### src/rtl/lptr_dir_pkg.sv
package lptr_dir_pkg;
    typedef enum logic [1:0] {
        OP_NOP    = 2'd0,
        OP_READ   = 2'd1,
        OP_WRITE  = 2'd2,
        OP_REMOVE = 2'd3
    } op_e;
endpackage

### src/rtl/lptr_dir_pick.sv
// Lowest-set-bit finder.
module lptr_dir_pick #(
    parameter int W  = 16,
    localparam int IW = (W > 1) ? $clog2(W) : 1
) (
    input  logic [W-1:0]  vec,
    output logic          any,
    output logic [IW-1:0] idx
);
    always_comb begin
        idx = '0;
        for (int k = W - 1; k >= 0; k--) begin
            if (vec[k]) idx = IW'(k);
        end
        any = |vec;
    end
endmodule

### src/rtl/lptr_dir_match.sv
// Slot lookup for one entry: where the node sits, and the first empty slot.
module lptr_dir_match #(
    parameter int PTRS = 4,
    parameter int NW   = 4,
    localparam int PW  = (PTRS > 1) ? $clog2(PTRS) : 1
) (
    input  logic [PTRS-1:0]         vld,
    input  logic [PTRS-1:0][NW-1:0] ptr,
    input  logic [NW-1:0]           node,
    output logic                    hit,
    output logic [PW-1:0]           hit_idx,
    output logic                    full,
    output logic [PW-1:0]           free_idx
);
    logic [PTRS-1:0] eq;
    logic            free_any;

    for (genvar g = 0; g < PTRS; g++) begin : g_cmp
        assign eq[g] = vld[g] && (ptr[g] == node);
    end

    lptr_dir_pick #(.W(PTRS)) u_hit (.vec(eq),   .any(hit),      .idx(hit_idx));
    lptr_dir_pick #(.W(PTRS)) u_free(.vec(~vld), .any(free_any), .idx(free_idx));

    assign full = !free_any;
endmodule

### src/rtl/lptr_dir.sv
module lptr_dir
    import lptr_dir_pkg::*;
#(
    parameter int NODES   = 16,
    parameter int PTRS    = 4,
    parameter int ENTRIES = 8,
    parameter bit BCAST   = 1'b1,
    localparam int NW = $clog2(NODES),
    localparam int EW = (ENTRIES > 1) ? $clog2(ENTRIES) : 1,
    localparam int PW = (PTRS > 1) ? $clog2(PTRS) : 1
) (
    input  logic          clk,
    input  logic          rst_n,
    input  logic          req_valid,
    output logic          req_ready,
    input  logic [1:0]    req_op,
    input  logic [EW-1:0] req_entry,
    input  logic [NW-1:0] req_node,
    output logic          inv_valid,
    input  logic          inv_ready,
    output logic [NW-1:0] inv_node,
    output logic          fwd_valid,
    output logic [NW-1:0] fwd_node
);
    typedef struct packed {
        logic [PTRS-1:0]         vld;
        logic [PTRS-1:0][NW-1:0] ptr;
        logic                    dirty;
        logic                    ovf;
        logic [PW-1:0]           rr;
    } ent_t;

    typedef struct packed {
        ent_t [ENTRIES-1:0] ent;
        logic [NODES-1:0]   pend;
        logic               fwd_v;
        logic [NW-1:0]      fwd_n;
    } st_t;

    st_t  st_d, st_q;
    ent_t cur, nxt;

    logic          hit, full;
    logic [PW-1:0] hit_idx, free_idx;
    logic          inv_any;
    logic [NW-1:0] inv_idx;
    logic [NODES-1:0] wr_mask;

    assign cur = st_q.ent[req_entry];

    lptr_dir_match #(.PTRS(PTRS), .NW(NW)) u_match (
        .vld(cur.vld), .ptr(cur.ptr), .node(req_node),
        .hit(hit), .hit_idx(hit_idx), .full(full), .free_idx(free_idx)
    );

    lptr_dir_pick #(.W(NODES)) u_inv (.vec(st_q.pend), .any(inv_any), .idx(inv_idx));

    always_comb begin
        st_d       = st_q;
        nxt        = cur;
        wr_mask    = '0;
        st_d.fwd_v = 1'b0;

        if (inv_valid && inv_ready) st_d.pend[inv_idx] = 1'b0;

        if (req_valid && req_ready) begin
            unique case (op_e'(req_op))
                OP_READ: begin
                    if (!hit) begin
                        if (cur.dirty) begin
                            st_d.fwd_v = 1'b1;
                            st_d.fwd_n = cur.ptr[0];
                            nxt.dirty  = 1'b0;
                        end
                        if (!full) begin
                            nxt.vld[free_idx] = 1'b1;
                            nxt.ptr[free_idx] = req_node;
                        end else if (BCAST) begin
                            nxt.ovf = 1'b1;
                        end else begin
                            st_d.pend[cur.ptr[cur.rr]] = 1'b1;
                            nxt.ptr[cur.rr] = req_node;
                            nxt.rr = (cur.rr == PW'(PTRS - 1)) ? '0 : cur.rr + 1'b1;
                        end
                    end
                end
                OP_WRITE: begin
                    for (int k = 0; k < PTRS; k++) begin
                        if (cur.vld[k]) wr_mask[cur.ptr[k]] = 1'b1;
                    end
                    if (cur.ovf) wr_mask = '1;
                    wr_mask[req_node] = 1'b0;
                    st_d.pend  = st_d.pend | wr_mask;
                    nxt.vld    = '0;
                    nxt.vld[0] = 1'b1;
                    nxt.ptr[0] = req_node;
                    nxt.dirty  = 1'b1;
                    nxt.ovf    = 1'b0;
                end
                OP_REMOVE: begin
                    if (hit) begin
                        nxt.vld[hit_idx] = 1'b0;
                        if (cur.dirty) nxt.dirty = 1'b0;
                    end
                end
                default: ;
            endcase
            st_d.ent[req_entry] = nxt;
        end
    end

    always_ff @(posedge clk) begin
        if (!rst_n) st_q <= '0;
        else        st_q <= st_d;
    end

    assign req_ready = ~|st_q.pend;
    assign inv_valid = inv_any;
    assign inv_node  = inv_idx;
    assign fwd_valid = st_q.fwd_v;
    assign fwd_node  = st_q.fwd_n;
endmodule

### config.mk
export PLATFORM = sky130hd
export DESIGN_NAME = lptr_dir
export DESIGN_NICKNAME = d
export VERILOG_FILES = /design/src/rtl/lptr_dir_pkg.sv /design/src/rtl/lptr_dir_pick.sv /design/src/rtl/lptr_dir_match.sv /design/src/rtl/lptr_dir.sv
export SDC_FILE = /design/constraint.sdc
export NUM_CORES = 1
export LEC_CHECK = 0
export BUFFER_PORTS_ARGS = -buffer_cell sky130_fd_sc_hd__buf_2
export CAP_MARGIN = 20
export CORE_ASPECT_RATIO = 0.8
export CORE_MARGIN = 2
export CORE_UTILIZATION = 40
export DETAILED_ROUTE_END_ITERATION = 7
export SLEW_MARGIN = 20
export SYNTH_ARGS = -nofsm -noshare
export SYNTH_HDL_FRONTEND = slang
export SYNTH_SLANG_ARGS = --single-unit
export TNS_END_PERCENT = 5
### constraint.sdc
create_clock -name clk -period 4.3 [get_ports clk]
set_input_delay 0.86 -clock clk [delete_from_list [all_inputs] [get_ports clk]]
set_output_delay 0.86 -clock clk [all_outputs]
set_load 0.05 [all_outputs]
==> summary.md <==
| Metric | Value |
|---|---|
| Synth cell types | 84 |
| CTS tree | yes |
| Post-CTS Setup Bufs | 0 |
| All-Layer GR Usage | 26.6% |
| Minimum clock period | 3.82 ns |
| First-pass GRT wire length | 56.7 mm |
| Diode count | 0 |
| Clk buf depth | 2 |
| CTS Root Cell | clkbuf_16 |
| DR iter-0 viols | 1226 |
| Hold Path Class | reg2reg |
| Peak supply drop | 0.316 mV |
| Final WL | 36.5 mm |
| Cells after synthesis | 1225 |
| Syn nets | 1242 |
| Worst-Margin Slew | 0.964 ns |
| Final Util | 45.6% |
| Placer Congestion | 0.916 |
| Worst-path clk slew | 0.08 ns |
| Via density | 6.35 |
| Yosys top cell by area | dfxtp_1 |
| Final hold violation count | 0 |
| Die ar. | 27700 sq um |
| Critical Path Source Type | primary input |
| Vias in the first global route | 9455 |
| Slew Viols, Final | 0 |
| RSZ-0062 raised after global routing | false |
| Worst EP arrival | 4.12 ns |
| Die Y | 149 um |
| WL/cell | 22.7 um |
| Sequential fraction of the synthesis area | 37.3% |
| F_max | 0.262 GHz |
| Skew final | 0.0142 ns |
| Hold buffer count at cts | 0 |
| Async SR Flop Fraction | 0% |
| Synth Flop Type | dfxtp_1 |
| Crit path required time | 4.60 ns |
| Initial antenna violation count | 0 |
| Worst-Skew Late Latency | 0.45 ns |
| CTS Buf Count | 17 |
| DRC errors left | 0 |
| Area contributors post-synth | dfxtp_1 37%, a21oi_1 4.6%, nand3_1 4.5% |
| Status | complete, no violations |
| Die X-Extent | 186 um |
| Row count | 53 |
| Crit path max fanout | 41 |
| Tot Pwr | 4.06 mW |
| Share of the synthesized area in the top cell type | 37.3% |
| ANT nets after route | 0 |
| Core area | 26100 sq um |
| CTS sink cnt | 197 |
| CP endpoint kind | flip-flop |
| Final Cycle Share | 88.9% |
| H-tree levels | 4 |
| PD cells | 341 nW/um^2 |
| CP Class | in2reg |
| Grt total ovfl | 0 |
| Finish-stage setup viols | 0 |
| Yosys reg bits | 197 |
| Post-Synthesis Cell Area | 10600 sq um |
| Layout Nets | 1259 |
| TritonRoute pass-1 iters | 6 |
| Max_cap viols | 0 |
| Leak Pwr | 4.21 nW |
| Fin Hold WS | 0.457 ns |
| Yosys synthesis warning count | 0 |
| Area grow syn2layout | 12.6% |
| Syn Area/Cell | 8.63 sq um |
| Fin area | 11900 sq um |
| Initial Utilization | 40.4% |
| I/O pin cnt | 24 |
| Post-DP Area | 11300 sq um |
| Vias | 10200 |
| Largest net degree at the start of global routing | 83 |
| PortBufs | 23 |
| Dpl hpwl | 24.9 mm |
| EDFF count, synth | 0 |
| Slew headroom | 35.7% |
| Layout cell share with drive strength beyond 1 | 15.4% |
| Cts repair resizes | 0 |
| Setup TNS | 0 ns |
-- cell usage in the layout, fill, tap and decap left out, types with 22 or more instances in the layout --
master / instances
dfxtp_1: 197
nand2_1: 110
a21oi_1: 98
nand3_1: 96
o21ai_0: 76
buf_4: 73
o31ai_1: 59
nor2_1: 56
o221ai_1: 39
nor3_1: 38
mux2i_1: 33
a221oi_1: 22
buf_2: 22
-- cell usage after synthesis (5+ instances only) --
library cell	instances
dfxtp_1	197
nand2_1	110
a21oi_1	98
nand3_1	96
o21ai_0	76
clkbuf_1	70
o31ai_1	59
nor2_1	56
nor3_1	42
o221ai_1	39
mux2i_1	33
a221oi_1	22
inv_1	17
a311o_1	16
a22o_1	14
buf_2	13
a31oi_1	12
nand2b_1	12
a22oi_1	11
xnor2_1	11
and2_1	10
buf_4	10
mux2_1	10
mux2_2	10
a2bb2oi_1	9
and3_1	9
nor2b_1	9
o22ai_1	9
mux4_2	8
a221o_1	7
a32oi_1	7
buf_6	7
nand3b_1	7
o211ai_1	7
o22ai_2	7
nor4_1	6
o21a_1	5
-- area by class of cell --
cell class                 count  area (sq um)
fill                        2629         14200
tap                          357           447
sequential                   197          3940
inverter                      19          71.3
clock buffer                  19           433
timing repair buffer         100           758
multi-input combinational    907          6080
clock inverter                13           168
-- through the flow --
stage / std cells / setup WS, ns
after floorplan: 1225 / 0.484
after global placement: 1580 / 0.213
after detailed placement: 1580 / 0.143
after CTS: 1612 / 0.604
after global routing: 1612 / 0.389
final: 1612 / 0.478
-- where the power goes --
| group | internal [mW] | leakage [nW] | switching, mW |
|---|---|---|---|
| Sequential | 1.86 | 1.59 | 0.0188 |
| Clock | 0.881 | 0.288 | 0.806 |
| Combinational | 0.150 | 2.33 | 0.349 |
| Total | 2.89 | 4.21 | 1.17 |
-- kinds of logic after synthesis --
kind of cell	after synthesis	share of synthesized area, %
AO/OA/AOI/OAI	440	30.0
buffers and inverters	121	5.30
XOR/XNOR	13	1.08
AND/OR/NAND/NOR	387	18.5
multiplexers	63	7.32
flip-flops	197	37.3
adder cells (fa/ha/maj)	4	0.474
-- worst paths after layout --
path,from,end,slack (ns),depth (start not counted)
setup / recovery,req_entry[1],st_q[80]$_SDFFE_PN0P_,0.48,10
hold / removal,st_q[66]$_SDFFE_PN0P_,st_q[66]$_SDFFE_PN0P_,0.46,2
setup reg to reg,st_q[5]$_SDFF_PN0_,st_q[176]$_SDFFE_PN0P_,1.05,9
hold reg to reg,st_q[66]$_SDFFE_PN0P_,st_q[66]$_SDFFE_PN0P_,0.46,2
-- state kept, by name (all words and copies together), names as in the netlist --
signal,cells
st_q,192
fwd_node,4
fwd_valid,1
-- worst max-delay path, stage by stage --
cell and delay, ns:
buf_2 0.14, buf_12 0.18, nand2_1 0.42, o32ai_1 0.20, or4_1 0.72, nand2b_1 0.34
nand2_2 0.18, buf_4 0.19, nor4_2 0.69, o31ai_1 0.16
-- layer usage --
layer / share of wire (%) / global-route usage (%) / vias up
li1: - / - / 4722
met5: 0 / 0 / -
met2: 42 / 38.2 / 442
met1: 47 / 39.8 / 5011
met3: 8.5 / 6.05 / 56
met4: 2.2 / 6.97 / 0
Power figures use the tool's default switching activity.
